## config.mk

```make
export PLATFORM = sky130hd
export DESIGN_NAME = atomic_byte_bridge
export DESIGN_NICKNAME = d
export VERILOG_FILES = /design/src/rtl/bridge_pkg.sv /design/src/rtl/bridge_addr_decode.sv /design/src/rtl/bridge_tmp_bank.sv /design/src/rtl/bridge_wide_reg.sv /design/src/rtl/bridge_free_counter.sv /design/src/rtl/atomic_byte_bridge.sv
export SDC_FILE = /design/constraint.sdc
export NUM_CORES = 1
export LEC_CHECK = 0
export BUFFER_PORTS_ARGS = -buffer_cell sky130_fd_sc_hd__buf_2
export CAP_MARGIN = 20
export CORE_MARGIN = 3
export CORE_UTILIZATION = 50
export CTS_BUF_LIST = sky130_fd_sc_hd__clkbuf_8
export DETAILED_ROUTE_END_ITERATION = 10
export PLACE_DENSITY = 0.82
export SLEW_MARGIN = 20
export SYNTH_ARGS = -nofsm -noshare
export SYNTH_HDL_FRONTEND = slang
export SYNTH_SLANG_ARGS = --single-unit
```

## constraint.sdc

```tcl
create_clock -name clk -period 1.7 [get_ports clk]
set_clock_uncertainty 0.1 [all_clocks]
set_input_delay 0.255 -clock clk [delete_from_list [all_inputs] [get_ports clk]]
set_output_delay 0.255 -clock clk [all_outputs]
set_load 0.01 [all_outputs]
```

## src/rtl/bridge_pkg.sv

```systemverilog
package bridge_pkg;

  localparam int BYTE_W    = 8;
  localparam int NREG      = 3;
  localparam int MAX_BYTES = 4;
  localparam int NTMP      = MAX_BYTES - 1;
  localparam int IDX_W     = $clog2(MAX_BYTES);
  localparam int MAXW      = BYTE_W * MAX_BYTES;
  localparam int CNT_ID    = 2;

  // bytes per wide register, by register index
  function automatic int reg_nbytes(input int id);
    case (id)
      0:       return 2;
      1:       return 3;
      default: return 4;
    endcase
  endfunction

  // lowest byte address of a register: registers are packed back to back
  function automatic int reg_base(input int id);
    int b;
    b = 0;
    for (int k = 0; k < id; k++) b += reg_nbytes(k);
    return b;
  endfunction

  localparam int TMP_BASE = reg_base(NREG);
  localparam int A_W      = BYTE_W * reg_nbytes(0);
  localparam int B_W      = BYTE_W * reg_nbytes(1);
  localparam int C_W      = BYTE_W * reg_nbytes(CNT_ID);

  // full value committed by a top-byte write: latches below, bus byte on top
  function automatic logic [MAXW-1:0] join_commit(input logic [BYTE_W*NTMP-1:0] tmp,
                                                  input logic [BYTE_W-1:0] top,
                                                  input int nbytes);
    logic [MAXW-1:0] v;
    v = '0;
    for (int k = 0; k < NTMP; k++)
      if (k < nbytes - 1) v[BYTE_W*k +: BYTE_W] = tmp[BYTE_W*k +: BYTE_W];
    if (nbytes > 0) v[BYTE_W*(nbytes-1) +: BYTE_W] = top;
    return v;
  endfunction

  // one latch byte by index
  function automatic logic [BYTE_W-1:0] tmp_pick(input logic [BYTE_W*NTMP-1:0] tmp,
                                                 input int idx);
    logic [BYTE_W-1:0] r;
    r = '0;
    for (int k = 0; k < NTMP; k++)
      if (k == idx) r = tmp[BYTE_W*k +: BYTE_W];
    return r;
  endfunction

endpackage

```

## src/rtl/bridge_addr_decode.sv

```systemverilog
module bridge_addr_decode
  import bridge_pkg::*;
#(
  parameter int ADDR_W = 4
) (
  input  logic [ADDR_W-1:0] addr,
  output logic [NREG-1:0]   reg_hit,
  output logic [IDX_W-1:0]  byte_idx,
  output logic              tmp_hit,
  output logic [IDX_W-1:0]  tmp_idx
);

  always_comb begin
    reg_hit  = '0;
    byte_idx = '0;
    tmp_hit  = 1'b0;
    tmp_idx  = '0;
    for (int i = 0; i < NREG; i++) begin
      if (int'(addr) >= reg_base(i) && int'(addr) < reg_base(i) + reg_nbytes(i)) begin
        reg_hit[i] = 1'b1;
        byte_idx   = IDX_W'(int'(addr) - reg_base(i));
      end
    end
    if (int'(addr) >= TMP_BASE && int'(addr) < TMP_BASE + NTMP) begin
      tmp_hit = 1'b1;
      tmp_idx = IDX_W'(int'(addr) - TMP_BASE);
    end
  end

endmodule

```

## src/rtl/bridge_tmp_bank.sv

```systemverilog
module bridge_tmp_bank
  import bridge_pkg::*;
(
  input  logic                   clk,
  input  logic                   rst_n,
  input  logic                   stage_en,
  input  logic [IDX_W-1:0]       stage_idx,
  input  logic [BYTE_W-1:0]      stage_byte,
  input  logic                   snap_en,
  input  logic [NTMP-1:0]        snap_mask,
  input  logic [BYTE_W*NTMP-1:0] snap_data,
  output logic [BYTE_W*NTMP-1:0] tmp_q
);

  always_ff @(posedge clk or negedge rst_n) begin
    if (!rst_n) begin
      tmp_q <= '0;
    end else begin
      for (int k = 0; k < NTMP; k++) begin
        if (stage_en && stage_idx == IDX_W'(k))
          tmp_q[BYTE_W*k +: BYTE_W] <= stage_byte;
        else if (snap_en && snap_mask[k])
          tmp_q[BYTE_W*k +: BYTE_W] <= snap_data[BYTE_W*k +: BYTE_W];
      end
    end
  end

endmodule

```

## src/rtl/bridge_wide_reg.sv

```systemverilog
module bridge_wide_reg #(
  parameter int W = 16
) (
  input  logic         clk,
  input  logic         rst_n,
  input  logic         bus_ld,
  input  logic [W-1:0] bus_val,
  input  logic         hw_ld,
  input  logic [W-1:0] hw_val,
  output logic [W-1:0] q
);

  always_ff @(posedge clk or negedge rst_n) begin
    if (!rst_n)      q <= '0;
    else if (bus_ld) q <= bus_val;
    else if (hw_ld)  q <= hw_val;
  end

endmodule

```

## src/rtl/bridge_free_counter.sv

```systemverilog
module bridge_free_counter #(
  parameter int W = 32
) (
  input  logic         clk,
  input  logic         rst_n,
  input  logic         bus_ld,
  input  logic [W-1:0] bus_val,
  output logic [W-1:0] q
);

  always_ff @(posedge clk or negedge rst_n) begin
    if (!rst_n)      q <= '0;
    else if (bus_ld) q <= bus_val;
    else             q <= q + W'(1);
  end

endmodule

```

## src/rtl/atomic_byte_bridge.sv

```systemverilog
module atomic_byte_bridge
  import bridge_pkg::*;
#(
  parameter int ADDR_W = 4
) (
  input  logic              clk,
  input  logic              rst_n,
  input  logic [ADDR_W-1:0] addr,
  input  logic              wr_en,
  input  logic              rd_en,
  input  logic [BYTE_W-1:0] wdata,
  output logic [BYTE_W-1:0] rdata,
  input  logic              a_ld,
  input  logic [A_W-1:0]    a_d,
  output logic [A_W-1:0]    a_q,
  input  logic              b_ld,
  input  logic [B_W-1:0]    b_d,
  output logic [B_W-1:0]    b_q,
  output logic [C_W-1:0]    cnt_q
);

  // decoded address
  logic [NREG-1:0]  reg_hit;
  logic [IDX_W-1:0] byte_idx;
  logic             tmp_hit;
  logic [IDX_W-1:0] tmp_idx;

  // named internal events
  logic [NREG-1:0]          commit_ev;
  logic [MAXW-1:0]          commit_bus;
  logic                     stage_ev;
  logic [IDX_W-1:0]         stage_idx;
  logic                     snap_ev;
  logic [NTMP-1:0]          snap_mask;
  logic [BYTE_W*NTMP-1:0]   snap_data;
  logic [BYTE_W*NTMP-1:0]   tmp_q;
  logic [BYTE_W-1:0]        rd_next;
  logic [MAXW-1:0]          reg_val [NREG];
  int                       hit_nbytes;

  bridge_addr_decode #(.ADDR_W(ADDR_W)) u_dec (
    .addr     (addr),
    .reg_hit  (reg_hit),
    .byte_idx (byte_idx),
    .tmp_hit  (tmp_hit),
    .tmp_idx  (tmp_idx)
  );

  always_comb begin
    hit_nbytes = 0;
    for (int i = 0; i < NREG; i++)
      if (reg_hit[i]) hit_nbytes = reg_nbytes(i);
    commit_bus = join_commit(tmp_q, wdata, hit_nbytes);

    commit_ev = '0;
    stage_ev  = 1'b0;
    stage_idx = '0;
    snap_ev   = 1'b0;
    snap_mask = '0;
    snap_data = '0;
    rd_next   = '0;

    if (wr_en) begin
      for (int i = 0; i < NREG; i++) begin
        if (reg_hit[i]) begin
          if (int'(byte_idx) == reg_nbytes(i) - 1) begin
            commit_ev[i] = 1'b1;
          end else begin
            stage_ev  = 1'b1;
            stage_idx = byte_idx;
          end
        end
      end
      if (tmp_hit) begin
        stage_ev  = 1'b1;
        stage_idx = tmp_idx;
      end
    end

    if (rd_en) begin
      for (int i = 0; i < NREG; i++) begin
        if (reg_hit[i]) begin
          if (byte_idx == '0) begin
            rd_next = reg_val[i][BYTE_W-1:0];
            snap_ev = 1'b1;
            for (int k = 0; k < NTMP; k++) begin
              if (k < reg_nbytes(i) - 1) begin
                snap_mask[k] = 1'b1;
                snap_data[BYTE_W*k +: BYTE_W] = reg_val[i][BYTE_W*(k+1) +: BYTE_W];
              end
            end
          end else begin
            rd_next = tmp_pick(tmp_q, int'(byte_idx) - 1);
          end
        end
      end
      if (tmp_hit) rd_next = tmp_pick(tmp_q, int'(tmp_idx));
    end
  end

  bridge_tmp_bank u_tmp (
    .clk        (clk),
    .rst_n      (rst_n),
    .stage_en   (stage_ev),
    .stage_idx  (stage_idx),
    .stage_byte (wdata),
    .snap_en    (snap_ev),
    .snap_mask  (snap_mask),
    .snap_data  (snap_data),
    .tmp_q      (tmp_q)
  );

  for (genvar i = 0; i < NREG; i++) begin : g_reg
    localparam int W = BYTE_W * reg_nbytes(i);
    logic [W-1:0] q;
    if (i == CNT_ID) begin : g_cnt
      bridge_free_counter #(.W(W)) u_cnt (
        .clk     (clk),
        .rst_n   (rst_n),
        .bus_ld  (commit_ev[i]),
        .bus_val (commit_bus[W-1:0]),
        .q       (q)
      );
    end else if (i == 0) begin : g_a
      bridge_wide_reg #(.W(W)) u_reg (
        .clk     (clk),
        .rst_n   (rst_n),
        .bus_ld  (commit_ev[i]),
        .bus_val (commit_bus[W-1:0]),
        .hw_ld   (a_ld),
        .hw_val  (a_d),
        .q       (q)
      );
    end else begin : g_b
      bridge_wide_reg #(.W(W)) u_reg (
        .clk     (clk),
        .rst_n   (rst_n),
        .bus_ld  (commit_ev[i]),
        .bus_val (commit_bus[W-1:0]),
        .hw_ld   (b_ld),
        .hw_val  (b_d),
        .q       (q)
      );
    end
    assign reg_val[i] = MAXW'(q);
  end

  assign a_q   = g_reg[0].q;
  assign b_q   = g_reg[1].q;
  assign cnt_q = g_reg[CNT_ID].q;

  always_ff @(posedge clk or negedge rst_n) begin
    if (!rst_n)     rdata <= '0;
    else if (rd_en) rdata <= rd_next;
  end

endmodule

```

# Word level (Yosys, flattened, before mapping)
# Index checks and enable logic that the tools add are counted.
classes:
  add_sub_neg: 14
  order_cmp: 20
  n_eq_ne: 9
  shift: 2
  muxes: 118
  reduce_logical: 18
ops:
  columns: ["cell", "n"]
  rows:
  - ["$mux W32", 18]
  - ["$mux W8", 31]
  - ["$sub A32 B2 Y32 const B", 7]
  - ["$mux W24", 7]
  - ["$lt A1 B32 Y1 const A", 4]
  - ["$lt A2 B32 Y1 const A", 4]
  - ["$lt A3 B32 Y1 const A", 4]
  - ["$eq A3 B32 Y1", 3]
  - ["$mux W1", 34]
  - ["$mux W2", 17]
  - ["$neg A32 Y33", 1]
  - ["$shift A8 B33 Y32 const A", 1]
  - ["$shiftx A8 B33 Y32", 1]
  - ["$add A32 B1 Y32 const B", 1]
  - ["$bwmux W32", 1]
  - ["$gt A32 B1 Y1 const B", 1]
  - ["$logic_not A32 Y1", 1]
  - ["$mux W16", 2]
  - ["$mux W3", 8]
  - ["$reduce_bool A2 Y1", 5]
  - ["$logic_and A1 B1 Y1", 9]
  - ["$lt A4 B4 Y1 const B", 2]
  - ["$logic_not A2 Y1", 3]
  - ["$eq A2 B2 Y1 const A", 2]
  - ["13 further kinds", 14]
totals:
  reg_bits: 104
  inputBits: 58
  output_inout_bits: 80
  wordCells: 188

# Depth between registers and ports, before layout
# Gate-level depths: netlist of the first run.
depth:
  word_depth: 25
  mapped_depth: 17
  depth_no_buf: 14

# By module
# A second synthesis of the first run with hierarchy kept.
hier_totals:
  cells_unflattened: 820
  hier_area_um2: 7307.0
by_module_without_submodules:
  columns: ["mod", "instances", "cells_each", "area_per_inst_um2", "seq_area_each_um2"]
  rows:
  - ["atomic_byte_bridge", 1, 279, 1943.1, 200.2]
  - ["bridge_free_counter", 1, 204, 1861.8, 800.8]
  - ["bridge_tmp_bank", 1, 141, 1460.2, 600.6]
  - ["bridge_wide_reg (g_reg[1].g_b.u_reg)", 1, 104, 1127.3, 600.6]
  - ["bridge_wide_reg (g_reg[0].g_a.u_reg)", 1, 69, 744.5, 400.4]
  - ["bridge_addr_decode", 1, 23, 170.2, 0.0]

# Least setup slack after synthesis of the first run
# Ideal clock, no wire load.
synth_path:
  kind: "input -> register"
  from: "input addr[0]"
  to: "register g_reg[1].g_b.u_reg.q[14]"
  setup_time_ns: 0.077
  arrival_ns: 3.673
  required_ns: 1.523
  slack_ns: -2.150
  path_stages: 16
  n_path_buf: 4
  cell_sequence: "buf_1 -> clkbuf_1 -> inv_1 -> ha_1 -> and3b_1 -> a21o_1 -> buf_2 -> inv_2 -> buf_1 -> ha_1 -> xnor2_1 -> a21oi_1 -> nand4_1 -> mux2i_1 -> nor2_1 -> a21oi_1"
synth_between:
  elab_chain_cells: 11
synth_lines:
  columns: ["element", "line", "rtl"]
  rows:
  - ["start: declaration", "atomic_byte_bridge.sv:8", "input logic [ADDR_W-1:0] addr,"]
  - ["$lt A4 B2 Y1 (tied with other cells)", "bridge_addr_decode.sv:19", "if (int'(addr) >= reg_base(i) && int'(addr) < reg_base(i) + reg_nbytes(i)) begin"]
  - ["$mux W1 or $logic_and A1 B1 Y1 (tied branches)", "bridge_addr_decode.sv:19", null]
  - ["$mux W2 or $mux W1 (tied branches)", "atomic_byte_bridge.sv:52, bridge_addr_decode.sv:19", null]
  - ["$mux W2", "atomic_byte_bridge.sv:52", "if (reg_hit[i]) hit_nbytes = reg_nbytes(i);"]
  - ["$mux W32", "atomic_byte_bridge.sv:52", null]
  - ["$sub A32 B2 Y32", "bridge_pkg.sv:41", "if (nbytes > 0) v[BYTE_W*(nbytes-1) +: BYTE_W] = top;"]
  - ["$neg A32 Y33 or $lt A2 B32 Y1 (tied branches)", "bridge_pkg.sv:41, bridge_pkg.sv:40", null]
  - ["$shiftx A8 B33 Y32 (tied with other cells)", "bridge_pkg.sv:41", null]
  - ["$bwmux W32", "bridge_pkg.sv:41", null]
  - ["$mux W32", "bridge_pkg.sv:41", null]
  - ["$mux W24", "bridge_wide_reg.sv:15", "else if (bus_ld) q <= bus_val;"]
  - ["end signal: assignment", "bridge_wide_reg.sv:15", null]
  - ["end signal: assignment", "bridge_wide_reg.sv:16", "else if (hw_ld) q <= hw_val;"]
  - ["end: declaration", "bridge_wide_reg.sv:10", "output logic [W-1:0] q"]
# Several ways; a longest one is shown, not always the timed one.
# A chain may end at the register's enable or synchronous reset.

# Final worst setup path of the first run
layout_path:
  from: "input addr[1]"
  to: "register g_reg[0].g_a.u_reg.q[8]"
layout_between:
  elab_chain_cells: 11
layout_lines:
  columns: ["element", "line"]
  rows:
  - ["$lt A4 B2 Y1 (tied with other cells)", "bridge_addr_decode.sv:19"]
  - ["$mux W1 or $logic_and A1 B1 Y1 (tied branches)", "bridge_addr_decode.sv:19"]
  - ["$mux W2 or $mux W1 (tied branches)", "atomic_byte_bridge.sv:52, bridge_addr_decode.sv:19"]
  - ["$mux W2", "atomic_byte_bridge.sv:52"]
  - ["$mux W32", "atomic_byte_bridge.sv:52"]
  - ["$sub A32 B2 Y32", "bridge_pkg.sv:41"]
  - ["$neg A32 Y33 or $lt A2 B32 Y1 (tied branches)", "bridge_pkg.sv:41, bridge_pkg.sv:40"]
  - ["$shiftx A8 B33 Y32 (tied with other cells)", "bridge_pkg.sv:41"]
  - ["$bwmux W32", "bridge_pkg.sv:41"]
  - ["$mux W32", "bridge_pkg.sv:41"]
  - ["$mux W16", "bridge_wide_reg.sv:15"]
  - ["end signal: assignment", "bridge_wide_reg.sv:15"]
  - ["end signal: assignment", "bridge_wide_reg.sv:16"]
  - ["end: declaration", "bridge_wide_reg.sv:10"]
# Several ways; a longest one is shown, not always the timed one.

==> results.md, run 1 <==
- Status: finished, violations left
- Violated checks: negative setup slack
- Unrepaired setup endpoints after global routing: yes
- Avg WL per Cell: 24.0 um
- # H-tree levels: 3
- Nets@finish: 1034
- Cell Area, Synth: 6430 um2
- Total grt overflow: 0
- First-pass GRT wire length: 39200 um
- Setup Viol. Count Final: 104
- Final hold violation count: 0
- Mapped Nets: 761
- Worst flop-to-flop path endpoint: g_reg[2].g_cnt.u_cnt.q[23]$_DFF_PN0_
- Pin count of the biggest net entering global routing: 38
- Worst EP arrival: 2.63 ns
- Die area: 14300 um2
- Gpl congestion: 0.975
- Grt met1 use: 0.440
- Crit path launch type: input pin
- Die width: 119 um
- Maximum VDD drop: 0.682 mV
- Worst hold path class: in -> reg
- Main combinational cell family by area after synthesis: compound AO/OA/AOI/OAI gates
- Leak pwr: 4.51 nW
- Clock Path Buffers: 2
- Reg2reg path depth: 8
- Final worst setup slack: -0.721 ns
- Max cap viols: 0
- Met2 usage: 0.566
- Fill count: 740
- Post-synth top area share: 0.405
- Most Crowded Layer GR: met2
- Synth Area in XOR/XNOR: 0.0436
- Placed insts: 1100
- Worst-path maximum fanout: 8
- DRC: 0
- Power per standard cell area: 1050 nW/um2
- Synth-to-layout area growth: 51.7%
- Worst Tran Pin Value: 0.943 ns
- Hold WS: 0.0744 ns
- Reg2reg start: g_reg[2].g_cnt.u_cnt.q[7]$_DFF_PN0_
- Pre-antenna DRT Iters: 6
- Vias in the first global route: 7317
- Leading area contributor after synthesis: dfrtp_1
- Post-route ant nets: 0
- Minimum clock period: 2.42 ns
- Vias per cell: 6.68
- Crit path kind: in -> reg
- Max-slew violation count: 0
- CTS buffer count: 9
- Number of distinct library cells after synthesis: 51
- Met3 usage: 0.0684
- Final Non-Filler Cells: 1141
- Cells after Synth: 695
- Worst skew pair latency: 0.38 ns
- Post-synthesis mux area share: 0.145
- Hold path startpoint: b_d[12]
- Initial antenna violation count: 0
- Core area: 12300 um2
- Hpwl dp: 17400 um
- Clock root buffer: clkbuf_8
- Compound-Gate Fraction of Synth Area: 0.220
- Wirelength, routed: 27400 um
- Flop-to-flop setup slack: -0.33 ns
- Endpoint, Worst Hold: g_reg[1].g_b.u_reg.q[12]$_DFFE_PN0P_
- Chip Height: 119 um
- DR vias: 7622
- Initial core utilization: 0.522
- Async set-or-reset flop fraction in the synthesized netlist: 1.00
- # diodes: 0
- Fin crit share: 1.42
- TritonCTS clock tree: yes
- Initial DRC count: 1162
- CP endpoint kind: flop
- CTS Sinks: 104
- I/O pin cnt: 138
- Ranking of synthesized cells by area: dfrtp_1, mux2i_1, a21oi_1
- Clk pin slew, worst setup/hold paths: 0.11 ns
- Synth Area in Adders: 0.0156
- Required @ worst endpoint: 1.91 ns
- Max Freq: 413 MHz
- Global-route usage over all layers: 0.345
- Synth warn: 0
- Ratio of cells with drive above 1 in the final layout: 0.490
- Hold depth: 3
- Std cell rows: 40
- Main synth FF type: dfrtp_1
- Slew headroom: 0.367
- Port bufs: 137
- EDFF count, synth: 0
- Synthesis-stage register bit count: 104
- Sequential share of the synthesized area: 0.405
- Post-synthesis simple-gate area fraction: 0.134
- Syn Area/Cell: 9.25 um2
cells by family (layout without fill, tap and decap cells):
kind of cell | Yosys count | in the layout
adder cells (fa/ha/maj) | 8 | 8
flip-flops | 104 | 104
AND/OR/NAND/NOR | 185 | 185
buffers and inverters | 62 | 340
XOR/XNOR | 32 | 32
multiplexers | 90 | 90
AO/OA/AOI/OAI | 214 | 214
layer usage:
layer  wire length [um]  part of all wire
met5                  0                 0
met4               1820             0.067
met3               2860              0.10
met2              12800              0.47
met1               9920              0.36
repair_timing:
| action | 4_1_cts | 5_1_grt |
|---|---|---|
| resized for setup | 104 | 90 |
| pin swaps | 38 | 34 |
| hold endpoints to repair | 49 | 0 |
| buffers inserted | 15 | 10 |
| endpoints found under the setup margin | 104 | 104 |
| cloned | 0 | 1 |
| hold buffers | 1 | 0 |
sequential cells by signal, summed over array words and instances, names as in the netlist:
register,count
g.g_cnt.u_cnt.q,32
g.g_b.u_reg.q,24
u_tmp.tmp_q,24
g.g_a.u_reg.q,16
rdata,8
cells in the final DEF (no fill, tap or decap), drive strengths merged, types with 3 or more instances in the layout:
cell	netlist	routed
nand2b	4	4
nand2	52	52
a222oi	14	14
o21ai	44	44
xnor2	17	17
inv	19	20
a21o	10	10
a221oi	16	16
nor2	69	69
ha	8	8
a221o	8	8
nand4	10	10
buf	7	304
and3	9	9
nor2b	3	3
mux2i	63	63
nor4	4	4
a22o	14	14
dfrtp	104	104
mux2	27	27
a22oi	10	10
xor2	15	15
nand3	19	19
clkbuf	36	10
a211oi	10	10
and4	3	3
a21oi	75	75
nor3	5	5
how the worst max path moves through the flow:
stage | depth (start not counted) | endpoint | from | slack (ns)
detailed placement | 11 | u_tmp.tmp_q[3]$_DFFE_PN0P_ | addr[0] | -1.23
floorplan | 16 | g_reg[2].g_cnt.u_cnt.q[13]$_DFF_PN0_ | addr[0] | -1.24
finish | 17 | g_reg[0].g_a.u_reg.q[8]$_DFFE_PN0P_ | addr[1] | -0.72
global placement | 14 | g_reg[0].g_a.u_reg.q[10]$_DFFE_PN0P_ | addr[1] | -1.12
CTS | 17 | g_reg[0].g_a.u_reg.q[10]$_DFFE_PN0P_ | addr[1] | -0.67
global route | 17 | g_reg[0].g_a.u_reg.q[9]$_DFFE_PN0P_ | addr[1] | -0.83
metrics by stage:
stage | total power, mW | cell area [um2] | util | setup WS (ns) | TNS [ns]
3_3_place_gp | 7.54 | 8580 | 0.697 | -1.12 | -100.28
3_5_place_dp | 7.66 | 8580 | 0.697 | -1.23 | -105.00
2_1_floorplan | 5.65 | 6690 | - | -1.24 | -105.80
4_1_cts | 9.60 | 9310 | 0.756 | -0.670 | -54.16
5_1_grt | 10.6 | 9750 | 0.792 | -0.828 | -66.45
6_report | 10.2 | 9750 | 0.792 | -0.721 | -60.98
Yosys cell counts (17+ instances only):
library cell / instances
o21ai_0: 44
mux2_2: 27
xnor2_1: 17
nand3_1: 19
inv_1: 18
dfrtp_1: 104
a21oi_1: 75
mux2i_1: 63
nand2_1: 52
clkbuf_1: 36
nor2_1: 69
area by class of cell:
type | count | area, um2 | share of cell area
inverter | 19 | 86.3 | 0.00885
sequential | 104 | 2610 | 0.267
multi-input combinational | 529 | 4430 | 0.454
clock buffer | 10 | 138 | 0.0141
tap | 168 | 210 | 0.0216
clock inverter | 6 | 67.6 | 0.00693
timing repair buffer | 305 | 2220 | 0.227
worst max-delay path, cell delays in order:
cell and delay [ns]:
buf_8 0.09, inv_8 0.04, ha_4 0.15, nand2b_4 0.14, a21o_4 0.22, nor2_4 0.10, inv_2 0.06, ha_4 0.17
ha_4 0.25, xnor2_2 0.14, a21oi_2 0.14, nand4_1 0.13, buf_6 0.18, mux2i_1 0.20, buf_4 0.18, nor2_2 0.04
a21oi_1 0.13
power breakdown:
| part | internal, mW | switching (mW) |
|---|---|---|
| logic | 2.23 | 2.39 |
| clock network | 0.728 | 0.944 |
| registers | 3.10 | 0.847 |
| total | 6.06 | 4.18 |
No activity file was read; power rests on OpenSTA's default activity.
==> inputs of run 2 (changes only) <==
--- a/config.mk
+++ b/config.mk
@@ -8,10 +8,10 @@
 export BUFFER_PORTS_ARGS = -buffer_cell sky130_fd_sc_hd__buf_2
 export CAP_MARGIN = 20
 export CORE_MARGIN = 3
-export CORE_UTILIZATION = 50
+export CORE_UTILIZATION = 40
 export CTS_BUF_LIST = sky130_fd_sc_hd__clkbuf_8
 export DETAILED_ROUTE_END_ITERATION = 10
-export PLACE_DENSITY = 0.82
+export PLACE_DENSITY = 0.69
 export SLEW_MARGIN = 20
 export SYNTH_ARGS = -nofsm -noshare
 export SYNTH_HDL_FRONTEND = slang
==> run 2 against run 1 <==
The flow still finishes with violations (negative setup slack). Flip-flop and latch count stayed put. Die area up 24%. Global-route usage shrank 8.0 points. Hold slack worse by 0.011 ns. Final cell count increased by 3.3%. Largest cell class unchanged. Sequential share of layout area rose by 0.84 points. Fmax increased by 2.5%. Critical path depth is 1 lower. First-iteration DRC count decreased by 50%. Clock power barely moved. Clock-buffer cell count unchanged. Via count shrank 12%.
==> results.md, run 2 (synthesis results as in run 1) <==
- Worst Tran Pin Value: 0.844 ns
- Avg WL per Cell: 20.2 um
- # diodes: 0
- Worst-path maximum fanout: 7
- Status: finished, violations left
- Crit path kind: in -> reg
- Setup TNS Final: -55.31 ns
- Leak pwr: 4.42 nW
- Std cell rows: 45
- Commonest non-fill, non-tap cell in the layout: buf_4
- Max reg flops: 32
- Met3 usage: 0.0380
- Fin util: 0.610
- Final Total Pwr: 9.79 mW
- Violated checks: negative setup slack
- Reg2reg path depth: 8
- TritonCTS clock tree: yes
- Hold WS: 0.0637 ns
- Top flop regs: g.g_cnt.u_cnt.q: 32 flops, g.g_b.u_reg.q: 24 flops, u_tmp.tmp_q: 24 flops
- Clock Path Buffers: 2
- # H-tree levels: 3
- DRC: 0
- Fin crit share: 1.39
- Multi-input gate area: 4210 um2
- Pin count of the biggest net entering global routing: 105
- CTS buffer count: 9
- Ratio of cells with drive above 1 in the final layout: 0.459
- Clock root buffer: clkbuf_8
- Pre-antenna DRT Iters: 10
- Power per standard cell area: 1040 nW/um2
- Clk pin slew, worst setup/hold paths: 0.11 ns
- Final hold violation count: 0
- Core area: 15500 um2
- Post-route ant nets: 0
- Maximum VDD drop: 0.624 mV
- Final worst setup slack: -0.662 ns
- Worst skew pair latency: 0.39 ns
- Biggest register: g.g_cnt.u_cnt.q
- Vias in the first global route: 6665
- Worst EP arrival: 2.53 ns
- Hold depth: 3
- Vias per cell: 5.71
- Initial antenna violation count: 0
- Die area: 17600 um2
- Initial DRC count: 586
- Minimum clock period: 2.36 ns
- Unrepaired setup endpoints after global routing: yes
- Hpwl dp: 17600 um
- Global-route usage over all layers: 0.265
- Port bufs: 137
- Setup Viol. Count Final: 104
- Required @ worst endpoint: 1.87 ns
- Crit path launch type: input pin
- CP endpoint kind: flop
- Grt met1 use: 0.359
- First-pass GRT wire length: 36800 um
- Nets@finish: 1029
- Met2 usage: 0.426
- Most Crowded Layer GR: met2
- Chip Height: 133 um
- Wirelength, routed: 23800 um
- Register area: 2600 um2
- Max cap viols: 0
- I/O pin cnt: 138
- Worst hold path class: in -> reg
- Most frequent cells in the layout: buf_4, buf_2, dfrtp_1
- Die width: 133 um
- Synth-to-layout area growth: 46.9%
- DR vias: 6728
- Dpl ws: -1.21 ns
- Max-slew violation count: 0
- Initial core utilization: 0.415
- Fill count: 1333
- Slew headroom: 0.433
- CTS Sinks: 104
- Total grt overflow: 0
- Max Freq: 423 MHz
- Gpl congestion: 0.959
## run 2: cell types whose count changed in the layout (fill, tap and decap cells not counted), sizes merged
| cell | before | now |
|---|---|---|
| buf | 304 | 298 |
| clkinvlp | 2 | 0 |
| bufbuf | 0 | 1 |
| clkinv | 2 | 3 |
| inv | 20 | 21 |
## run 2: layer usage
layer  vias to the layer above  part of all wire
met5                         -                 0
met4                         0             0.034
met3                        56             0.063
met2                       249              0.48
met1                      3306              0.42
li1                       3117                 -
## run 2: per-stage QoR
step / instances / instance area (um2)
after global routing: 1179 / 9450
after global placement: 1149 / 8610
after CTS: 1175 / 9170
final: 1179 / 9450
after detailed placement: 1149 / 8610
after floorplan: 695 / 6690
## run 2: area by class of cell
type	instances	share of cell area
tap	211	0.0280
clock inverter	6	0.00702
multi-input combinational	529	0.446
clock buffer	10	0.0146
timing repair buffer	300	0.220
sequential	104	0.276
inverter	19	0.00888
## run 2: report_power, final
group          internal [mW]  switching, mW
clock                  0.731          0.925
combinational           2.15           2.16
sequential              3.10          0.736
total                   5.97           3.82
## run 2: critical path: stages
cell	delay (ns)
buf_8	0.08
inv_6	0.04
ha_4	0.15
nand2b_4	0.14
a21o_4	0.22
nor2_4	0.10
inv_2	0.06
ha_4	0.16
ha_4	0.32
xnor2_2	0.14
a21oi_2	0.05
buf_4	0.14
and3_4	0.21
buf_8	0.16
a221oi_2	0.23
a21oi_1	0.07
## run 2: path summary, 6_finish.rpt
| path | startpoint | to | slack (ns) |
|---|---|---|---|
| max | addr[1] | g_reg[1].g_b.u_reg.q[21]$_DFFE_PN0P_ | -0.66 |
| min | a_d[15] | g_reg[0].g_a.u_reg.q[15]$_DFFE_PN0P_ | 0.06 |
| max reg2reg | g_reg[2].g_cnt.u_cnt.q[0]$_DFF_PN0_ | g_reg[2].g_cnt.u_cnt.q[12]$_DFF_PN0_ | -0.21 |
| min reg2reg | rdata[4]$_DFFE_PN0P_ | rdata[4]$_DFFE_PN0P_ | 0.43 |
| max in group asynchronous | rst_n | g_reg[2].g_cnt.u_cnt.q[1]$_DFF_PN0_ | 0.67 |
| min in group asynchronous | rst_n | rdata[3]$_DFFE_PN0P_ | 0.33 |
## run 2: timing repair
item / 4_1_cts / 5_1_grt
pin swaps: 32 / 26
endpoints found under the setup margin: 104 / 104
hold endpoints to repair: 104 / 0
hold buffers: 1 / 0
cloned: 1 / 0
setup buffers: 9 / 5
gates resized for setup: 70 / 63
==> inputs of run 3 (changes only) <==
--- a/config.mk
+++ b/config.mk
@@ -8,10 +8,11 @@
 export BUFFER_PORTS_ARGS = -buffer_cell sky130_fd_sc_hd__buf_2
 export CAP_MARGIN = 20
 export CORE_MARGIN = 3
-export CORE_UTILIZATION = 40
+export CORE_UTILIZATION = 31
 export CTS_BUF_LIST = sky130_fd_sc_hd__clkbuf_8
+export CTS_CLUSTER_SIZE = 12
 export DETAILED_ROUTE_END_ITERATION = 10
-export PLACE_DENSITY = 0.69
+export PLACE_DENSITY_LB_ADDON = 0.25
 export SLEW_MARGIN = 20
 export SYNTH_ARGS = -nofsm -noshare
 export SYNTH_HDL_FRONTEND = slang
==> run 3 against run 2 <==
The run still ends with negative setup slack left. Power grew 2.0%. Core utilization fell by 13 points. Hold slack worse by 0.0060 ns. Non-clock buffer count shrank 4. Die area grew 28%. Final cell count increased by 4.7%. Critical path type unchanged. Worst setup slack better by 0.060 ns. Global-route usage decreased by 3.8 points. Critical path depth up 1. Register-to-register slack hardly changed. Combinational power up 2%.
==> results.md, run 3 (synthesis results as in run 1) <==
- Std cell rows: 52
- Die area: 22500 um2
- Max-slew violation count: 0
- Gpl congestion: 0.909
- Worst flop-to-flop path endpoint: g_reg[2].g_cnt.u_cnt.q[22]$_DFF_PN0_
- I/O pin cnt: 138
- Worst hold path class: in -> reg
- Leak pwr: 4.48 nW
- Final worst setup slack: -0.601 ns
- Vias in the first global route: 6618
- Clock root buffer: clkbuf_8
- Max reg flops: 32
- Max incr delay on CP: 0.24 ns
- Clk pin slew, worst setup/hold paths: 0.10 ns
- Post-route ant nets: 0
- Avg WL per Cell: 20.6 um
- Core area: 20300 um2
- Violated checks: negative setup slack
- Hold depth: 3
- # H-tree levels: 3
- Pre-antenna DRT Iters: 10
- CP endpoint kind: flop
- Chip Height: 150 um
- Setup Viol. Count Final: 104
- Maximum VDD drop: 0.497 mV
- Unrepaired setup endpoints after global routing: yes
- Ratio of cells with drive above 1 in the final layout: 0.479
- Die width: 150 um
- Global-route usage over all layers: 0.226
- Initial antenna violation count: 0
- Fin crit share: 1.35
- Fin util: 0.482
- Worst-path cell chain: buf_8 > inv_6 > ha_4 > nand2b_4 > a21o_4 > nor2_4 > inv_2 > ha_4 > ha_4 > xnor2_2 > a21oi_2 > nand4_1 > buf_6 > mux2i_2 > buf_4 > nor2_2 > a21oi_1
- DR vias: 6630
- Reg2reg path depth: 9
- First-pass GRT wire length: 38800 um
- Hold WS: 0.0578 ns
- Vias per cell: 5.37
- Slew headroom: 0.374
- Clock Path Buffers: 2
- Biggest register: g.g_cnt.u_cnt.q
- Hpwl dp: 19300 um
- Max Freq: 435 MHz
- Power per standard cell area: 1020 nW/um2
- Port bufs: 137
- Hold path startpoint: b_d[17]
- Worst-path maximum fanout: 8
- Flop-to-flop setup slack: -0.21 ns
- CTS Sinks: 104
- Final Non-Filler Cells: 1234
- Crit path kind: in -> reg
- Post-route cell area: 9770 um2
- Crit path launch type: input pin
- Endpoint, Worst Hold: g_reg[1].g_b.u_reg.q[17]$_DFFE_PN0P_
- Placed Instance Area: 8710 um2
- Reg2reg start: g_reg[2].g_cnt.u_cnt.q[0]$_DFF_PN0_
- Pin count of the biggest net entering global routing: 33
- Initial DRC count: 454
- Wirelength, routed: 25400 um
- Initial core utilization: 0.317
- Worst skew pair latency: 0.40 ns
- # diodes: 0
- Required @ worst endpoint: 1.92 ns
- Placed insts: 1204
- Worst EP arrival: 2.52 ns
- Synth-to-layout area growth: 52.0%
- Top cell by count, worst path: ha_4
- DRC: 0
- TritonCTS clock tree: yes
- Worst Tran Pin Value: 0.932 ns
- Minimum clock period: 2.30 ns
- Status: finished, violations left
- Commonest non-fill, non-tap cell in the layout: buf_2
- Final hold violation count: 0
- Most frequent cells in the layout: buf_2, buf_4, dfrtp_1
- Total grt overflow: 0
- Slowest cell on the critical path: ha_4
- Final Total Pwr: 9.99 mW
- Nets@finish: 1025
- CTS buffer count: 9
- Top flop regs: g.g_cnt.u_cnt.q: 32 flops, g.g_b.u_reg.q: 24 flops, u_tmp.tmp_q: 24 flops
- Max cap viols: 0
-- run 3: cell types whose count changed in the layout (fill, tap and decap cells not counted), moves of 5 or more --
cell	before	now
a221oi_4	3	8
buf_4	146	128
o21ai_2	0	7
buf_6	9	17
buf_12	7	13
a221oi_2	12	6
-- run 3: layout make-up --
type                            count  area (um2)
Clock buffer                       10         138
Inverter                           19        83.8
Clock inverter                      6        83.8
Multi-Input combinational cell    529        4370
Fill cell                        1966       10500
Tap cell                          270         338
Timing Repair Buffer              296        2160
Sequential cell                   104        2600
-- run 3: through the flow --
| stage | setup TNS [ns] | setup slack [ns] |
|---|---|---|
| global route | -57.29 | -0.724 |
| detailed placement | -100.76 | -1.11 |
| CTS | -50.72 | -0.616 |
| finish | -48.15 | -0.601 |
| floorplan | -105.80 | -1.24 |
| global placement | -99.82 | -1.11 |
-- run 3: power by group --
group          leakage, nW  internal (mW)  switching [mW]
clock network        0.110          0.863           0.922
registers             1.23           3.10           0.711
logic                 3.14           2.16            2.24
total                 4.48           6.12            3.88
-- run 3: critical path: cells and delay by family --
kind | cells | cell delay, ns
AO/OA/AOI/OAI | 3 | 0.47
AND/OR/NAND/NOR | 4 | 0.38
buffers and inverters | 5 | 0.52
adder cells (fa/ha/maj) | 3 | 0.55
multiplexers | 1 | 0.20
XOR/XNOR | 1 | 0.15
-- run 3: worst max-delay path by stage --
stage | start | end | slack (ns) | depth (start not counted)
after CTS | addr[1] | g_reg[2].g_cnt.u_cnt.q[11]$_DFF_PN0_ | -0.62 | 17
after detailed placement | addr[0] | g_reg[0].g_a.u_reg.q[1]$_DFFE_PN0P_ | -1.11 | 14
after floorplan | addr[0] | g_reg[2].g_cnt.u_cnt.q[13]$_DFF_PN0_ | -1.24 | 16
after global placement | addr[1] | g_reg[1].g_b.u_reg.q[11]$_DFFE_PN0P_ | -1.11 | 14
after global routing | addr[1] | g_reg[1].g_b.u_reg.q[11]$_DFFE_PN0P_ | -0.72 | 17
final | addr[1] | g_reg[1].g_b.u_reg.q[11]$_DFFE_PN0P_ | -0.60 | 17
-- run 3: timing repair --
action	in CTS	in global routing
hold endpoints to repair	25	0
pin swaps	48	37
gates cloned	1	1
buffers inserted	5	7
hold buffers	1	0
resized for setup	102	77
setup endpoints to repair	104	104
-- run 3: metal layers --
metal	wire, um	global-route usage	vias to the layer above	share of wire
li1	-	-	3114	-
met1	11300	0.306	3261	0.44
met2	12200	0.369	219	0.48
met3	1390	0.0366	36	0.055
met4	593	0.0769	0	0.023
met5	0	0	-	0
